<file path="config.mk">
export PLATFORM = sky130hd
export DESIGN_NAME = spi_word_master
export DESIGN_NICKNAME = d
export VERILOG_FILES = /design/src/rtl/spi_wm_pkg.sv /design/src/rtl/spi_wm_regs.sv /design/src/rtl/spi_wm_clkdiv.sv /design/src/rtl/spi_wm_shifter.sv /design/src/rtl/spi_word_master.sv
export SDC_FILE = /design/constraint.sdc
export NUM_CORES = 1
export LEC_CHECK = 0
export BUFFER_PORTS_ARGS = -buffer_cell sky130_fd_sc_hd__clkbuf_2
export CORE_ASPECT_RATIO = 2
export CORE_UTILIZATION = 52
export DETAILED_ROUTE_END_ITERATION = 16
export GPL_TIMING_DRIVEN = 0
export HOLD_SLACK_MARGIN = 0.05
export PLACE_DENSITY_LB_ADDON = 0.15
export SYNTH_ARGS = -nofsm -noshare
export SYNTH_HDL_FRONTEND = slang
export SYNTH_SLANG_ARGS = --single-unit
</file>
<file path="constraint.sdc">
create_clock -name clk -period 1.92 [get_ports clk]
set_clock_uncertainty 0.15 [all_clocks]
set_input_delay 0.384 -clock clk [delete_from_list [all_inputs] [get_ports clk]]
set_output_delay 0.384 -clock clk [all_outputs]
set_load 0.02 [all_outputs]
</file>
<file path="src/rtl/spi_wm_pkg.sv">
// Package: shared constants and the control-word layout for the SPI word master.
// Assumes a fixed 16-bit register map addressed by byte offset.
package spi_wm_pkg;
    localparam int WORD_W = 16;
    localparam int DIV_W  = 7;
    localparam int ADDR_W = 3;
    localparam int LANES  = WORD_W / 8;

    localparam logic [ADDR_W-1:0] OFS_DATA = 3'd0;
    localparam logic [ADDR_W-1:0] OFS_CTRL = 3'd2;
    localparam logic [ADDR_W-1:0] OFS_STAT = 3'd4;

    // Control word, MSB first; positions are fixed by the register map.
    typedef struct packed {
        logic [DIV_W-1:0] div;      // 15:9 half-period count minus one
        logic             cpha;     // 8    phase
        logic             cpol;     // 7    idle level of sclk
        logic             ie_tx;    // 6    ready interrupt enable
        logic             ie_rx;    // 5    receive-full interrupt enable
        logic [1:0]       spare_hi; // 4:3  stored, no function
        logic             wide;     // 2    16-bit words
        logic             spare_lo; // 1    stored, no function
        logic             en;       // 0    enable
    } ctl_t;
endpackage

</file>
<file path="src/rtl/spi_wm_regs.sv">
// Module: register decode for the SPI word master.
// Holds the control word, decides when a data write launches a word,
// and muxes read data. Assumes single-cycle accesses qualified by bus_sel.
module spi_wm_regs
    import spi_wm_pkg::*;
#(
    parameter int W  = WORD_W,
    parameter int AW = ADDR_W
) (
    input  logic          clk,
    input  logic          rst_n,
    input  logic          bus_sel,
    input  logic          bus_wr,
    input  logic          bus_rd,
    input  logic [AW-1:0] bus_addr,
    input  logic [W/8-1:0] bus_be,
    input  logic [W-1:0]  bus_wdata,
    input  logic          busy,
    input  logic          rbf,
    input  logic [W-1:0]  rx_data,
    output ctl_t          ctl,
    output logic          launch,
    output logic [W-1:0]  tx_word,
    output logic          rd_clr,
    output logic [W-1:0]  bus_rdata
);
    localparam int NL = W / 8;

    logic [W-1:0] ctl_q;
    logic         wr_data;
    logic         wr_ctrl;

    assign ctl     = ctl_t'(ctl_q);
    assign wr_data = bus_sel & bus_wr & (bus_addr == OFS_DATA);
    assign wr_ctrl = bus_sel & bus_wr & (bus_addr == OFS_CTRL);
    assign rd_clr  = bus_sel & bus_rd & (bus_addr == OFS_DATA);
    assign launch  = wr_data & ctl.en & ~busy;

    // Mask write data by byte lanes to form the outgoing word.
    always_comb begin
        for (int b = 0; b < NL; b++) begin
            tx_word[8*b +: 8] = bus_be[b] ? bus_wdata[8*b +: 8] : 8'h00;
        end
    end

    // Control word storage, written per byte lane.
    always_ff @(posedge clk) begin
        if (!rst_n) begin
            ctl_q <= '0;
        end else if (wr_ctrl) begin
            for (int b = 0; b < NL; b++) begin
                if (bus_be[b]) ctl_q[8*b +: 8] <= bus_wdata[8*b +: 8];
            end
        end
    end

    // Read-data multiplexer by offset.
    always_comb begin
        unique case (bus_addr)
            OFS_DATA: bus_rdata = rx_data;
            OFS_CTRL: bus_rdata = ctl_q;
            OFS_STAT: bus_rdata = {{(W-2){1'b0}}, rbf, busy};
            default:  bus_rdata = '0;
        endcase
    end
endmodule

</file>
<file path="src/rtl/spi_wm_clkdiv.sv">
// Module: half-period tick generator for the serial clock.
// Emits one tick every DIV+1 clocks while run is high; clr restarts the count.
// Assumes div is held stable while a word is in flight.
module spi_wm_clkdiv #(
    parameter int DW = spi_wm_pkg::DIV_W
) (
    input  logic          clk,
    input  logic          rst_n,
    input  logic          run,
    input  logic          clr,
    input  logic [DW-1:0] div,
    output logic          tick
);
    logic [DW-1:0] cnt_q;

    assign tick = run & (cnt_q == div);

    // Count clocks within the current half-period.
    always_ff @(posedge clk) begin
        if (!rst_n) begin
            cnt_q <= '0;
        end else if (clr) begin
            cnt_q <= '0;
        end else if (run) begin
            cnt_q <= tick ? '0 : cnt_q + 1'b1;
        end
    end
endmodule

</file>
<file path="src/rtl/spi_wm_shifter.sv">
// Module: shift engine. Drives sclk and mosi, samples miso, holds busy and
// receive-full. One sclk edge is taken per tick; a W-bit word uses 2*W edges.
// Assumes launch is only asserted while enabled and idle.
module spi_wm_shifter #(
    parameter int W = spi_wm_pkg::WORD_W
) (
    input  logic         clk,
    input  logic         rst_n,
    input  logic         en,
    input  logic         wide,
    input  logic         cpol,
    input  logic         cpha,
    input  logic         launch,
    input  logic [W-1:0] tx_word,
    input  logic         tick,
    input  logic         miso,
    input  logic         rd_clr,
    output logic         busy,
    output logic         sclk,
    output logic         mosi,
    output logic         rbf,
    output logic [W-1:0] rx_data
);
    localparam int HALF = W / 2;
    localparam int EW   = $clog2(2 * W);
    localparam logic [EW-1:0] LAST_FULL = EW'(2 * W - 1);
    localparam logic [EW-1:0] LAST_HALF = EW'(W - 1);

    logic          busy_q, sclk_q, mosi_q, rbf_q;
    logic [EW-1:0] edge_q;
    logic [W-1:0]  sh_q, rx_q, rxd_q;
    logic [W-1:0]  aligned;
    logic [W-1:0]  rx_next;
    logic          leading, sample, last, done;

    assign aligned = wide ? tx_word : (tx_word << HALF);
    assign leading = ~edge_q[0];
    assign sample  = leading ^ cpha;
    assign last    = (edge_q == (wide ? LAST_FULL : LAST_HALF));
    assign rx_next = sample ? {rx_q[W-2:0], miso} : rx_q;
    assign done    = en & ~launch & busy_q & tick & last;

    assign busy    = busy_q;
    assign sclk    = busy_q ? sclk_q : cpol;
    assign mosi    = mosi_q;
    assign rbf     = rbf_q;
    assign rx_data = rxd_q;

    // Word sequencing: launch, edge stepping, completion and abort.
    always_ff @(posedge clk) begin
        if (!rst_n) begin
            busy_q <= 1'b0;
            sclk_q <= 1'b0;
            mosi_q <= 1'b0;
            edge_q <= '0;
            sh_q   <= '0;
            rx_q   <= '0;
            rxd_q  <= '0;
        end else if (!en) begin
            busy_q <= 1'b0;
        end else if (launch) begin
            busy_q <= 1'b1;
            sclk_q <= cpol;
            edge_q <= '0;
            sh_q   <= aligned;
            rx_q   <= '0;
            if (!cpha) mosi_q <= aligned[W-1];
        end else if (busy_q && tick) begin
            sclk_q <= ~sclk_q;
            edge_q <= edge_q + 1'b1;
            rx_q   <= rx_next;
            if (cpha && leading) begin
                mosi_q <= sh_q[W-1];
                sh_q   <= sh_q << 1;
            end else if (!cpha && !leading && !last) begin
                mosi_q <= sh_q[W-2];
                sh_q   <= sh_q << 1;
            end
            if (last) begin
                busy_q <= 1'b0;
                rxd_q  <= rx_next;
            end
        end
    end

    // Receive-full flag: set on completion, cleared by a data read.
    always_ff @(posedge clk) begin
        if (!rst_n)      rbf_q <= 1'b0;
        else if (done)   rbf_q <= 1'b1;
        else if (rd_clr) rbf_q <= 1'b0;
    end

    // busy only rises on an accepted launch.
    a_r2_busy_from_launch: assert property (@(posedge clk) disable iff (!rst_n)
        $rose(busy_q) |-> $past(launch));

    // a disabled engine is idle on the next clock.
    a_r8_abort_idle: assert property (@(posedge clk) disable iff (!rst_n)
        !en |=> !busy_q);

    // a word that ends while enabled leaves receive-full set.
    a_r6_done_sets_rbf: assert property (@(posedge clk) disable iff (!rst_n)
        ($fell(busy_q) && $past(en)) |-> rbf_q);

    // mosi is frozen while idle.
    a_r9_mosi_hold: assert property (@(posedge clk) disable iff (!rst_n)
        (!busy_q && !launch) |=> $stable(mosi_q));
endmodule

</file>
<file path="src/rtl/spi_word_master.sv">
// Module: top of the SPI word master. Connects register decode, divider and
// shift engine, and forms the level interrupt. Chip selects are external.
module spi_word_master
    import spi_wm_pkg::*;
#(
    parameter int W  = WORD_W,
    parameter int DW = DIV_W,
    parameter int AW = ADDR_W
) (
    input  logic          clk,
    input  logic          rst_n,
    input  logic          bus_sel,
    input  logic          bus_wr,
    input  logic          bus_rd,
    input  logic [AW-1:0] bus_addr,
    input  logic [W/8-1:0] bus_be,
    input  logic [W-1:0]  bus_wdata,
    output logic [W-1:0]  bus_rdata,
    output logic          sclk,
    output logic          mosi,
    input  logic          miso,
    output logic          irq
);
    ctl_t         ctl;
    logic         launch, rd_clr, busy, rbf, tick;
    logic [W-1:0] tx_word, rx_data;

    spi_wm_regs #(.W(W), .AW(AW)) u_regs (
        .clk(clk), .rst_n(rst_n), .bus_sel(bus_sel), .bus_wr(bus_wr),
        .bus_rd(bus_rd), .bus_addr(bus_addr), .bus_be(bus_be),
        .bus_wdata(bus_wdata), .busy(busy), .rbf(rbf), .rx_data(rx_data),
        .ctl(ctl), .launch(launch), .tx_word(tx_word), .rd_clr(rd_clr),
        .bus_rdata(bus_rdata)
    );

    spi_wm_clkdiv #(.DW(DW)) u_div (
        .clk(clk), .rst_n(rst_n), .run(busy), .clr(launch),
        .div(ctl.div), .tick(tick)
    );

    spi_wm_shifter #(.W(W)) u_shift (
        .clk(clk), .rst_n(rst_n), .en(ctl.en), .wide(ctl.wide),
        .cpol(ctl.cpol), .cpha(ctl.cpha), .launch(launch), .tx_word(tx_word),
        .tick(tick), .miso(miso), .rd_clr(rd_clr), .busy(busy), .sclk(sclk),
        .mosi(mosi), .rbf(rbf), .rx_data(rx_data)
    );

    // Level interrupt from the two enabled sources.
    assign irq = (rbf & ctl.ie_rx) | (ctl.en & ~busy & ctl.ie_tx);
endmodule

</file>
==> results of run 1 <==
[power by group through the flow]
stage	combinational [mW]	sequential (mW)	clock (mW)
2_1_floorplan	0.0898	1.70	0
4_1_cts	0.169	1.66	1.62
6_report	0.179	1.66	1.60
3_3_place_gp	0.157	1.70	0
3_5_place_dp	0.158	1.70	0
5_1_grt	0.191	1.66	1.67
[Yosys cell counts (10+ instances only)]
cell type  instances  share of area [%]
a21oi_1           15                1.9
nand2_1           48                4.5
nor2_1            48                4.5
nor2b_1           19                3.0
clkbuf_1          18                1.7
and3_1            13                2.0
mux2i_1           70                 17
o211a_1           17                4.2
o21ai_0           26                3.2
xnor2_1           10                2.2
nand3_1           14                1.7
dfxtp_1           80                 40
[routing by layer]
| metal | wire (um) | global-route usage, % | vias to the layer above |
|---|---|---|---|
| li1 | - | - | 1708 |
| met1 | 4041 | 27.09 | 1717 |
| met2 | 6187 | 52.19 | 138 |
| met3 | 492 | 4.586 | 39 |
| met4 | 563 | 20.65 | 0 |
| met5 | 0 | 0 | - |
[cell families after synthesis]
group	after synthesis	synth area share (%)
flops	80	39.78
fa+ha+maj	4	1.243
compound gates	76	12.83
simple gates	161	19.67
mux	71	17.68
buf+inv	39	5.096
xor+xnor	17	3.698
[cell usage in the layout (no fill, tap or decap), drive strengths merged, types with 7 or more instances in the layout]
master  instances
nand3          15
xnor2          10
nand2          48
nor2b          19
nor2           48
clkbuf         71
mux2i          70
o21ai          26
dfxtp          80
a21oi          15
and3           13
o211a          17
xor2            7
buf            37
inv             7
[worst max-delay path: stages, from the launching register on]
cell and delay [ns]:
dfxtp_2 0.35, buf_6 0.11, nand2_4 0.07, or4_4 0.57
nor3_4 0.17, buf_12 0.17, clkbuf_16 0.15, nand2_2 0.05
o211a_1 0.13
[final cells by class]
| type | count | share of cell area [%] |
|---|---|---|
| multi-input cells | 329 | 46.51 |
| flip-flops and latches | 80 | 30.91 |
| repair buffers | 65 | 9.856 |
| clock buffers | 14 | 5.239 |
| plain buffers | 30 | 4.737 |
| well taps | 94 | 2.249 |
| inverters | 7 | 0.5024 |
[worst max path at each step]
stage / endpoint / slack (ns) / depth (start not counted)
after global placement: u_shift.rx_q[3] / -0.64 / 7
after global routing: u_shift.rx_data[2] / -0.14 / 7
after detailed placement: u_shift.edge_q[2] / -0.71 / 7
final: u_shift.rx_data[0] / -0.12 / 8
after CTS: u_shift.rx_data[4] / -0.11 / 7
after floorplan: u_shift.rx_data[10] / 0.02 / 6
[state kept, by name, summed over array words and instances (netlist names)]
name,cells
u_regs.ctl,16
u_shift.sclk_q,1
u_shift.rbf,1
u_shift.edge_q,5
u_div.cnt_q,7
u_shift.rx_q,16
u_shift.sh_q,16
u_shift.busy,1
u_shift.rx_data,16
u_shift.mosi,1
[through the flow]
stage | instance area (um2) | hold slack, ns | std cells | setup TNS [ns] | util [%]
2_1_floorplan | 4029 | 0.2955 | 448 | 0 | -
3_3_place_gp | 4362 | 0.3127 | 585 | -25.70 | 57.81
3_5_place_dp | 4362 | 0.3193 | 585 | -28.33 | 57.81
4_1_cts | 5017 | 0.1848 | 613 | -1.452 | 66.50
5_1_grt | 5230 | 0.2071 | 619 | -4.372 | 69.32
6_report | 5230 | 0.1883 | 619 | -2.046 | 69.32
[timing repair]
action	CTS	global route
pin swaps	8	21
endpoints found under the setup margin	76	62
gates cloned	2	3
hold endpoints to repair	0	0
buffers inserted	14	3
resized for setup	60	50
==> impl_results.md, run 1 <==
- Status: complete, but fails checks
- Violated checks: setup timing
- Hold_sp: bus_wdata[15]
- Initial core utilization: 53.37%
- Reg-to-Reg Start: u_shift.busy
- Syn Nets: 479
- Clock share of power: 46.5%
- Drt wl/cell: about 18 um
- DR DRC count: 0
- Gpl congestion: 0.8889
- Syn Inst Count: approximately 450
- Reg2Reg Setup Slack: -0.12 ns
- Max VDD drop: 0.6253 mV
- Detail Route Antenna Nets: 0
- # rows: 45
- 1st-iter DRT viols: 238
- Initial antenna violation count: 0
- Clk slew on worst S/H paths: 0.06 ns
- R2R depth: 8
- Nets@finish: 553
- RSZ-0062 raised after global routing: true
- Sw Ratio: 21.63%
- Finish-stage setup viols: 38
- Period minus WS final: 2.040 ns
- Worst-Margin Slew: 0.6282 ns
- Storage element area: 0.001617 mm2
- Hold Crit Depth: 3
- Pwr dens: 658.9 mW/mm2
- Max-Cap Viols: 0
- Setup ws final: -0.1202 ns
- Overall Power: 3.446 mW
- Overflow after GRT: 0
- Hold EP: u_regs.ctl[15]
- Chip Height: ~130 um
- IO Port Bufs: 43
- Crit path capture type: flip-flop
- CP max FO: 8
- Worst skew pair latency: ~0.34 ns
- Post-place setup slack: -0.7087 ns
- Footprint of the multi-input gates: 0.002432 mm2
- CTS buffer count: 9
- Number of synthesized register bits: 80
- Primary FF master, synth: dfxtp_1
- First-pass GRT wire length: 17170 um
- IO Count: 46
- Die W: roughly 64 um
- Synth cell types: 44
- Internal power: 2.701 mW
- Worst min path class: primary input to flip-flop
- Clock sink count: 80
- Fin. Hold Viols: 0
- Share of cells above drive strength 1: 28.76%
- Period utilisation layout: 106.3%
- H-Tree Depth: 3
- Maximum clock rate: 490.2 MHz
- Setup crit start: u_shift.busy
- Vias per cell: 5.819
- RR Endpoint: u_shift.rx_data[0]
- Psw: 745.5 uW
- # fillers: 612
- LEAKAGE: 2.562 nW
- Vias in the first global route: 3611
- CP startpoint kind: flip-flop
- First-pass detailed-route iteration total: 5
- GRT Total Usage: 28.21%
- Root Driver: clkbuf_16
- Mapped cell area: 0.004026 mm2
- CTS Buffer Depth: 2
- Slew Limit Fails: 0
- Post-Route WL: 11290 um
- Worst slew margin relative to its limit: 57.99%
- # hold bufs at CTS: 0
- WP data arrival: 2.12 ns
- Req. time, crit path: 2.00 ns
- Largest net degree at the start of global routing: 12
- Area Growth Syn to Fin: 29.89%
- HPWL after DPL: 7734 um
- Die Area: 0.008120 mm2
- Sequential area share after synthesis: between 30% and 40%
- Kind of critical path: flip-flop to flip-flop
- Antenna Cells: 0
- Async set-or-reset flop fraction in the synthesized netlist: 0%
- Vias: 3602
- CTS tree: yes
- Combinational Power Share: 5.2%
- Power share of the sequential group: roughly half
- Syn Area/Cell: roughly 9 um2
- Post-synth EDFFs: 0
- Core Area: 0.007545 mm2
- Yosys warnings: 0
Power figures use the tool's default switching activity.
==> run 2: changes to the inputs <==
CORE_UTILIZATION = 53   (was 52)
SYNTH_HIERARCHICAL = 1   (was unset)
==> impl_results.md, run 2 <==
- CTS Buffer Depth: 2 (unchanged)
- Syn Inst Count: 491 (was 448)
- CP max FO: 7 (was 8)
- RSZ-0062 raised after global routing: true (unchanged)
- First-pass GRT wire length: 20050 um (was 17170 um)
- Period utilisation layout: 108.2% (was 106.3%)
- Nets@finish: 612 (was 553)
- 1st-iter DRT viols: 233 (was 238)
- Die Area: 0.008553 mm2 (was 0.008120 mm2)
- Final Cell Area: 0.006076 mm2 (was 0.005230 mm2)
- Overflow after GRT: 0 (unchanged)
- # fillers: 535 (was 612)
- Chip Height: 129.8 um (was 126.4 um)
- IO Port Bufs: 45 (was 43)
- IO Count: 46 (unchanged)
- CP startpoint kind: flip-flop (unchanged)
- Number of synthesized register bits: 80 (unchanged)
- Worst-Margin Slew: 0.6942 ns (was 0.6282 ns)
- Commonest non-fill, non-tap cells in the layout: dfxtp_1, nand2_1, mux2i_1 (was dfxtp_1, mux2i_1, nor2_1)
- Setup ws final: -0.1566 ns (was -0.1202 ns)
- RR Endpoint: u_shift/rx_data[11] (was u_shift.rx_data[0])
- R2R depth: 8 (unchanged)
- Worst min path class: primary input to flip-flop (unchanged)
- # hold bufs at CTS: 0 (unchanged)
- First-pass detailed-route iteration total: 4 (was 5)
- Detail Route Antenna Nets: 0 (unchanged)
- Synth cell types: 55 (was 44)
- Final setup TNS: -5.379 ns (was -2.046 ns)
- CTS buffer count: 9 (unchanged)
- Post-place setup slack: -0.6520 ns (was -0.7087 ns)
- Kind of critical path: flip-flop to flip-flop (unchanged)
- Yosys top cell area share: 37.00% (was 39.78%)
- Primary FF master, synth: dfxtp_1 (unchanged)
- DR DRC count: 0 (unchanged)
- Area after DPL: 0.004820 mm2 (was 0.004362 mm2)
- Antenna Cells: 0 (unchanged)
- Setup crit start: u_regs/ctl[11] (was u_shift.busy)
- Vias in the first global route: 4043 (was 3611)
- Req. time, crit path: 2.01 ns (was 2.00 ns)
- Die W: 65.90 um (was 64.22 um)
- Clk slew on worst S/H paths: 0.06 ns (about the same)
- WP data arrival: 2.16 ns (was 2.12 ns)
- HPWL after DPL: 8769 um (was 7734 um)
- Worst Setup EP: u_shift/rx_data[11] (was u_shift.rx_data[0])
- # rows: 46 (was 45)
- Initial antenna violation count: 0 (unchanged)
- Drt wl/cell: 20.16 um (was 18.23 um)
- Period minus WS final: 2.077 ns (was 2.040 ns)
- Vias per cell: 6.007 (was 5.819)
- Async set-or-reset flop fraction in the synthesized netlist: 0% (unchanged)
- Core Area: 0.007943 mm2 (was 0.007545 mm2)
- Area Growth Syn to Fin: 40.39% (was 29.89%)
- Gpl congestion: 0.9136 (was 0.8889)
- Initial core utilization: 54.49% (was 53.37%)
- Mapped cell area: 0.004328 mm2 (was 0.004026 mm2)
- Worst skew pair latency: 0.34 ns (about the same)
- Violated checks: setup timing (unchanged)
- Count leader, synth: dfxtp_1 (unchanged)
- Status: complete, but fails checks (unchanged)
- Commonest cells in the netlist: dfxtp_1, nand2_1, mux2i_1, nor2_1, nand3_1 (was dfxtp_1, mux2i_1, nand2_1, nor2_1, o21ai_0)
- Fin. Hold Viols: 0 (unchanged)
- Max VDD drop: 0.7399 mV (was 0.6253 mV)
- Yosys top cell by area: dfxtp_1 (unchanged)
- GRT Total Usage: 31.81% (was 28.21%)
- Crit path capture type: flip-flop (unchanged)
- Sequential area share after synthesis: 37.00% (was 39.78%)
- Reg2Reg Setup Slack: -0.16 ns (was -0.12 ns)
- Root Driver: clkbuf_16 (unchanged)
- Clock sink count: 80 (unchanged)
- Max-Cap Viols: 0 (unchanged)
- H-Tree Depth: 3 (unchanged)
- Commonest non-fill, non-tap cell in the layout: dfxtp_1 (unchanged)
- CP max stage delay: 0.39 ns (was 0.57 ns)
- Post-synth EDFFs: 0 (unchanged)
- Pwr dens: 577.6 mW/mm2 (was 658.9 mW/mm2)
- Share of cells above drive strength 1: 40.10% (was 28.76%)
- Critical-path top delay cell: dfxtp_2 (was or4_4)
- Reg-to-Reg Start: u_regs/ctl[11] (was u_shift.busy)
- LEAKAGE: 2.586 nW (was 2.562 nW)
- Slew Limit Fails: 0 (unchanged)
- Finish-stage setup viols: 57 (was 38)
- Syn Nets: 522 (was 479)
- Worst slew margin relative to its limit: 53.72% (was 57.99%)
- Yosys warnings: 6 (was 0)
- Syn Area/Cell: 8.814 um2 (was 8.987 um2)
- Final Core Density: 76.50% (was 69.32%)
- Largest net degree at the start of global routing: 14 (was 12)
- Synth area leaders: dfxtp_1, mux2i_1, nand2_1 (unchanged)
- CTS tree: yes (unchanged)
- Vias: 4097 (was 3602)
- Maximum clock rate: 481.6 MHz (was 490.2 MHz)
- Worst path cell trace: xnor2_2 > nand4_1 > nor2_4 > and4b_2 > and3_4 > clkbuf_16 > nand2_1 > o211a_1 (was buf_6 > nand2_4 > or4_4 > nor3_4 > buf_12 > clkbuf_16 > nand2_2 > o211a_1)
- Post-Route WL: 13750 um (was 11290 um)
[run 2: cell count changes after synthesis, moves of 6 or more]
cell	delta
a21boi_0	+7
a21oi_1	-6
a22oi_1	+17
a31oi_1	-6
and2_1	+19
and3_1	-7
buf_2	+8
mux2i_1	-13
nand2_1	+21
nand3_1	+12
nor2_1	-18
o21ai_0	-11
[run 2: cell families (layout without fill, tap and decap cells)]
logic type / count (synthesis) / after routing / share of synthesized area, %
mux: 57 / 57 / 13.18
buf+inv: 46 / 141 / 5.319
compound gates: 91 / 91 / 16.54
flops: 80 / 80 / 37.01
simple gates: 197 / 197 / 23.39
xor+xnor: 16 / 16 / 3.412
fa+ha+maj: 4 / 4 / 1.156
[run 2: worst max-delay path, delay by kind of cell (launching register included)]
kind                   cells  cell delay (ns)
AND/OR/NAND/NOR            5             0.99
AO/OA/AOI/OAI              1             0.11
buffers and inverters      1             0.18
flip-flops                 1             0.39
XOR/XNOR                   1             0.13
[run 2: how the worst min path moves through the flow]
| stage | startpoint | end | slack [ns] | cells past startpoint |
|---|---|---|---|---|
| finish | bus_wdata[3] | u_regs/ctl[3] | 0.13 | 3 |
| global route | bus_wdata[12] | u_regs/ctl[12] | 0.14 | 3 |
| CTS | bus_wdata[3] | u_regs/ctl[3] | 0.13 | 3 |
| detailed placement | u_regs/ctl[1] | u_regs/ctl[1] | 0.31 | 2 |
| global placement | u_regs/ctl[4] | u_regs/ctl[4] | 0.30 | 2 |
| floorplan | u_regs/ctl[3] | u_regs/ctl[3] | 0.28 | 2 |
[run 2: power by group]
group | internal, mW | switching [mW]
sequential | 1.65 | 0.00729
combinational | 0.112 | 0.156
clock | 0.900 | 0.680
total | 2.67 | 0.843
[run 2: metal layers]
layer  track usage [%]  share of wire (%)  up-vias
met2             60.02                 56      131
met3             5.944                3.7       56
met5                 0                  0        -
met4             19.05                5.3        0
met1             30.52                 35     2000
li1                  -                  -     1910
[run 2: timing repair]
item                                    CTS  global route
cloned                                    4             2
pin swaps                                21            21
buffers inserted                         23            10
resized for setup                       120           100
endpoints found under the setup margin   70            70
[run 2: final cells by class]
cell class	instances	area, um2	area share [%]
repair buffers	82	704.4	11.59
multi-input cells	365	2957	48.66
well taps	96	120.1	1.977
clock buffers	10	239.0	3.933
inverters	11	41.29	0.6796
flip-flops and latches	80	1645	27.08
plain buffers	32	334.1	5.498
clock inverters	6	35.03	0.5766
[run 2: per-stage QoR]
stage               power [mW]  hold slack [ns]  instances
floorplan                1.853           0.2844        491
global placement         1.939           0.3005        632
detailed placement       1.941           0.3053        632
CTS                      3.515           0.1254        674
global route             3.633           0.1368        682
finish                   3.509           0.1264        682
==> run 3: changes to the inputs <==
CORE_MARGIN = 1.5   (was unset)
==> impl_results.md, run 3 (synthesis results as in run 2) <==
- Vias per cell: 5.879 (was 6.007)
- Placed cells: 632 (unchanged)
- DR DRC count: 0 (unchanged)
- CP max stage delay: 0.35 ns (was 0.39 ns)
- Final Cell Area: 0.005912 mm2 (was 0.006076 mm2)
- Crit path capture type: flip-flop (unchanged)
- IO Count: 46 (unchanged)
- Fin. Hold Viols: 0 (unchanged)
- Footprint of the multi-input gates: 0.002887 mm2 (was 0.002957 mm2)
- Crit path buf inv count: 1 (unchanged)
- CTS Buffer Depth: 2 (unchanged)
- Critical-path top delay cell: dfxtp_2 (unchanged)
- Final setup TNS: -5.705 ns (was -5.379 ns)
- Share of cells above drive strength 1: 38.42% (was 40.10%)
- WP data arrival: 2.23 ns (was 2.16 ns)
- Area Growth Syn to Fin: 36.60% (was 40.39%)
- Hold Crit Depth: 3 (unchanged)
- Max VDD drop: 0.6423 mV (was 0.7399 mV)
- # fillers: 590 (was 535)
- Vias in the first global route: 4053 (was 4043)
- Commonest non-fill, non-tap cells in the layout: dfxtp_1, mux2i_1, nand2_1 (was dfxtp_1, nand2_1, mux2i_1)
- Die Area: 0.008750 mm2 (was 0.008553 mm2)
- First-pass detailed-route iteration total: 4 (unchanged)
- Setup ws final: -0.2295 ns (was -0.1566 ns)
- Gpl congestion: 0.8930 (was 0.9136)
- IO Port Bufs: 45 (unchanged)
- Violated checks: setup timing (unchanged)
- Pwr dens: 602.0 mW/mm2 (was 577.6 mW/mm2)
- Fin cells: 679 (was 682)
- LEAKAGE: 2.538 nW (was 2.586 nW)
- Max-Cap Viols: 0 (unchanged)
- Overflow after GRT: 0 (unchanged)
- Worst path cell trace: xnor2_1 > nand4_1 > nor2_4 > and4b_2 > and3_4 > buf_6 > nand2_2 > o211a_1 (was xnor2_2 > nand4_1 > nor2_4 > and4b_2 > and3_4 > clkbuf_16 > nand2_1 > o211a_1)
- R2R depth: 8 (unchanged)
- CTS buffer count: 9 (unchanged)
- Post-Route WL: 13330 um (was 13750 um)
- Crit path max-delay family: simple AND/OR/NAND/NOR gates (unchanged)
- Largest net degree at the start of global routing: 16 (was 14)
- RSZ-0062 raised after global routing: true (unchanged)
- Area after DPL: 0.004820 mm2 (unchanged)
- Clock sink count: 80 (unchanged)
- Core Area: 0.007943 mm2 (unchanged)
- Worst min path class: primary input to flip-flop (unchanged)
- Req. time, crit path: 2.00 ns (was 2.01 ns)
- Worst skew pair latency: 0.35 ns (was 0.34 ns)
- Initial antenna violation count: 0 (unchanged)
- Initial core utilization: 54.49% (unchanged)
- Cell count along the critical path: 8 (unchanged)
- Worst-Margin Slew: 0.6863 ns (was 0.6942 ns)
- # hold bufs at CTS: 0 (unchanged)
- First-pass GRT wire length: 19730 um (was 20050 um)
- Maximum clock rate: 465.2 MHz (was 481.6 MHz)
- Commonest non-fill, non-tap cell in the layout: dfxtp_1 (unchanged)
- Chip Height: 130.8 um (was 129.8 um)
- 1st-iter DRT viols: 307 (was 233)
- Worst slew margin relative to its limit: 54.25% (was 53.72%)
- Status: complete, but fails checks (unchanged)
- Finish-stage setup viols: 56 (was 57)
- Storage element area: 0.001640 mm2 (was 0.001645 mm2)
- Nets@finish: 609 (was 612)
- HPWL after DPL: 8773 um (was 8769 um)
- Clk slew on worst S/H paths: 0.07 ns (was 0.06 ns)
- Period utilisation layout: 112.0% (was 108.2%)
- CP max FO: 8 (was 7)
- Period minus WS final: 2.149 ns (was 2.077 ns)
- # rows: 46 (unchanged)
- CP startpoint kind: flip-flop (unchanged)
- GRT Total Usage: 30.62% (was 31.81%)
- Post-place setup slack: -0.7483 ns (was -0.6520 ns)
- Die W: 66.90 um (was 65.90 um)
- Detail Route Antenna Nets: 0 (unchanged)
- Root Driver: clkbuf_16 (unchanged)
- H-Tree Depth: 3 (unchanged)
- CTS tree: yes (unchanged)
- Antenna Cells: 0 (unchanged)
- Slew Limit Fails: 0 (unchanged)
- Vias: 3992 (was 4097)
- Drt wl/cell: 19.63 um (was 20.16 um)
- Kind of critical path: flip-flop to flip-flop (unchanged)
==> run 3: changes by cell type in the layout (fill, tap and decap cells not counted), moves of 5 or more <==
cell	delta
nand3_1	-6
nor2_4	-10
nor2_1	+8
a21oi_1	+6
o21ai_0	+8
nand3_2	+6
buf_6	-5
o21ai_1	-7
a21oi_2	-6
==> run 3: final cells by class <==
| cell class | instances | area share (%) |
|---|---|---|
| Timing Repair Buffer | 79 | 10.88 |
| Sequential cell | 80 | 27.75 |
| Clock buffer | 9 | 3.810 |
| Clock inverter | 7 | 0.9312 |
| Tap cell | 96 | 2.032 |
| Buffer | 32 | 5.079 |
| Inverter | 11 | 0.6984 |
| Multi-Input combinational cell | 365 | 48.83 |
==> run 3: what timing repair did <==
action                                  in CTS  in global routing
gates resized for setup                     78                 96
pin swaps                                   17                 36
hold endpoints to repair                     0                  0
gates cloned                                 3                  2
endpoints found under the setup margin      69                 68
setup buffers                               21                 10
==> run 3: worst min-delay path, cell delays in order <==
cell      delay (ns)
clkbuf_2        0.09
nand2_1         0.05
mux2i_1         0.06
==> run 3: stage by stage <==
step / util, % / hold slack (ns) / power, mW
final: 74.43 / 0.1282 / 3.559
after global routing: 74.43 / 0.1369 / 3.653
after CTS: 70.04 / 0.1273 / 3.559
after detailed placement: 60.68 / 0.2988 / 1.941
after global placement: 60.68 / 0.2987 / 1.938
after floorplan: - / 0.2844 / 1.853
==> run 3: where the power goes <==
group	switching (mW)	total, mW	leakage (nW)	internal, mW
sequential	0.00815	1.66	0.655	1.66
clock	0.754	1.64	0.129	0.888
combinational	0.147	0.253	1.75	0.106
total	0.909	3.56	2.54	2.65
==> run 3: path summary, 6_finish.rpt <==
path / start / to / slack [ns]
worst min register to register: u_shift/sh_q[8] / u_shift/sh_q[8] / 0.32
worst min-delay path: bus_wdata[4] / u_regs/ctl[4] / 0.13
worst max register to register: u_div/cnt_q[2] / u_shift/rx_data[8] / -0.23
worst max-delay path: u_div/cnt_q[2] / u_shift/rx_data[8] / -0.23
==> run 3: per-layer routing <==
metal | track usage (%) | share of wire, % | vias up
met4 | 20.65 | 5.2 | 0
met2 | 55.76 | 56 | 133
li1 | - | - | 1903
met5 | 0 | 0 | -
met3 | 6.592 | 4.2 | 49
met1 | 29.80 | 34 | 1907
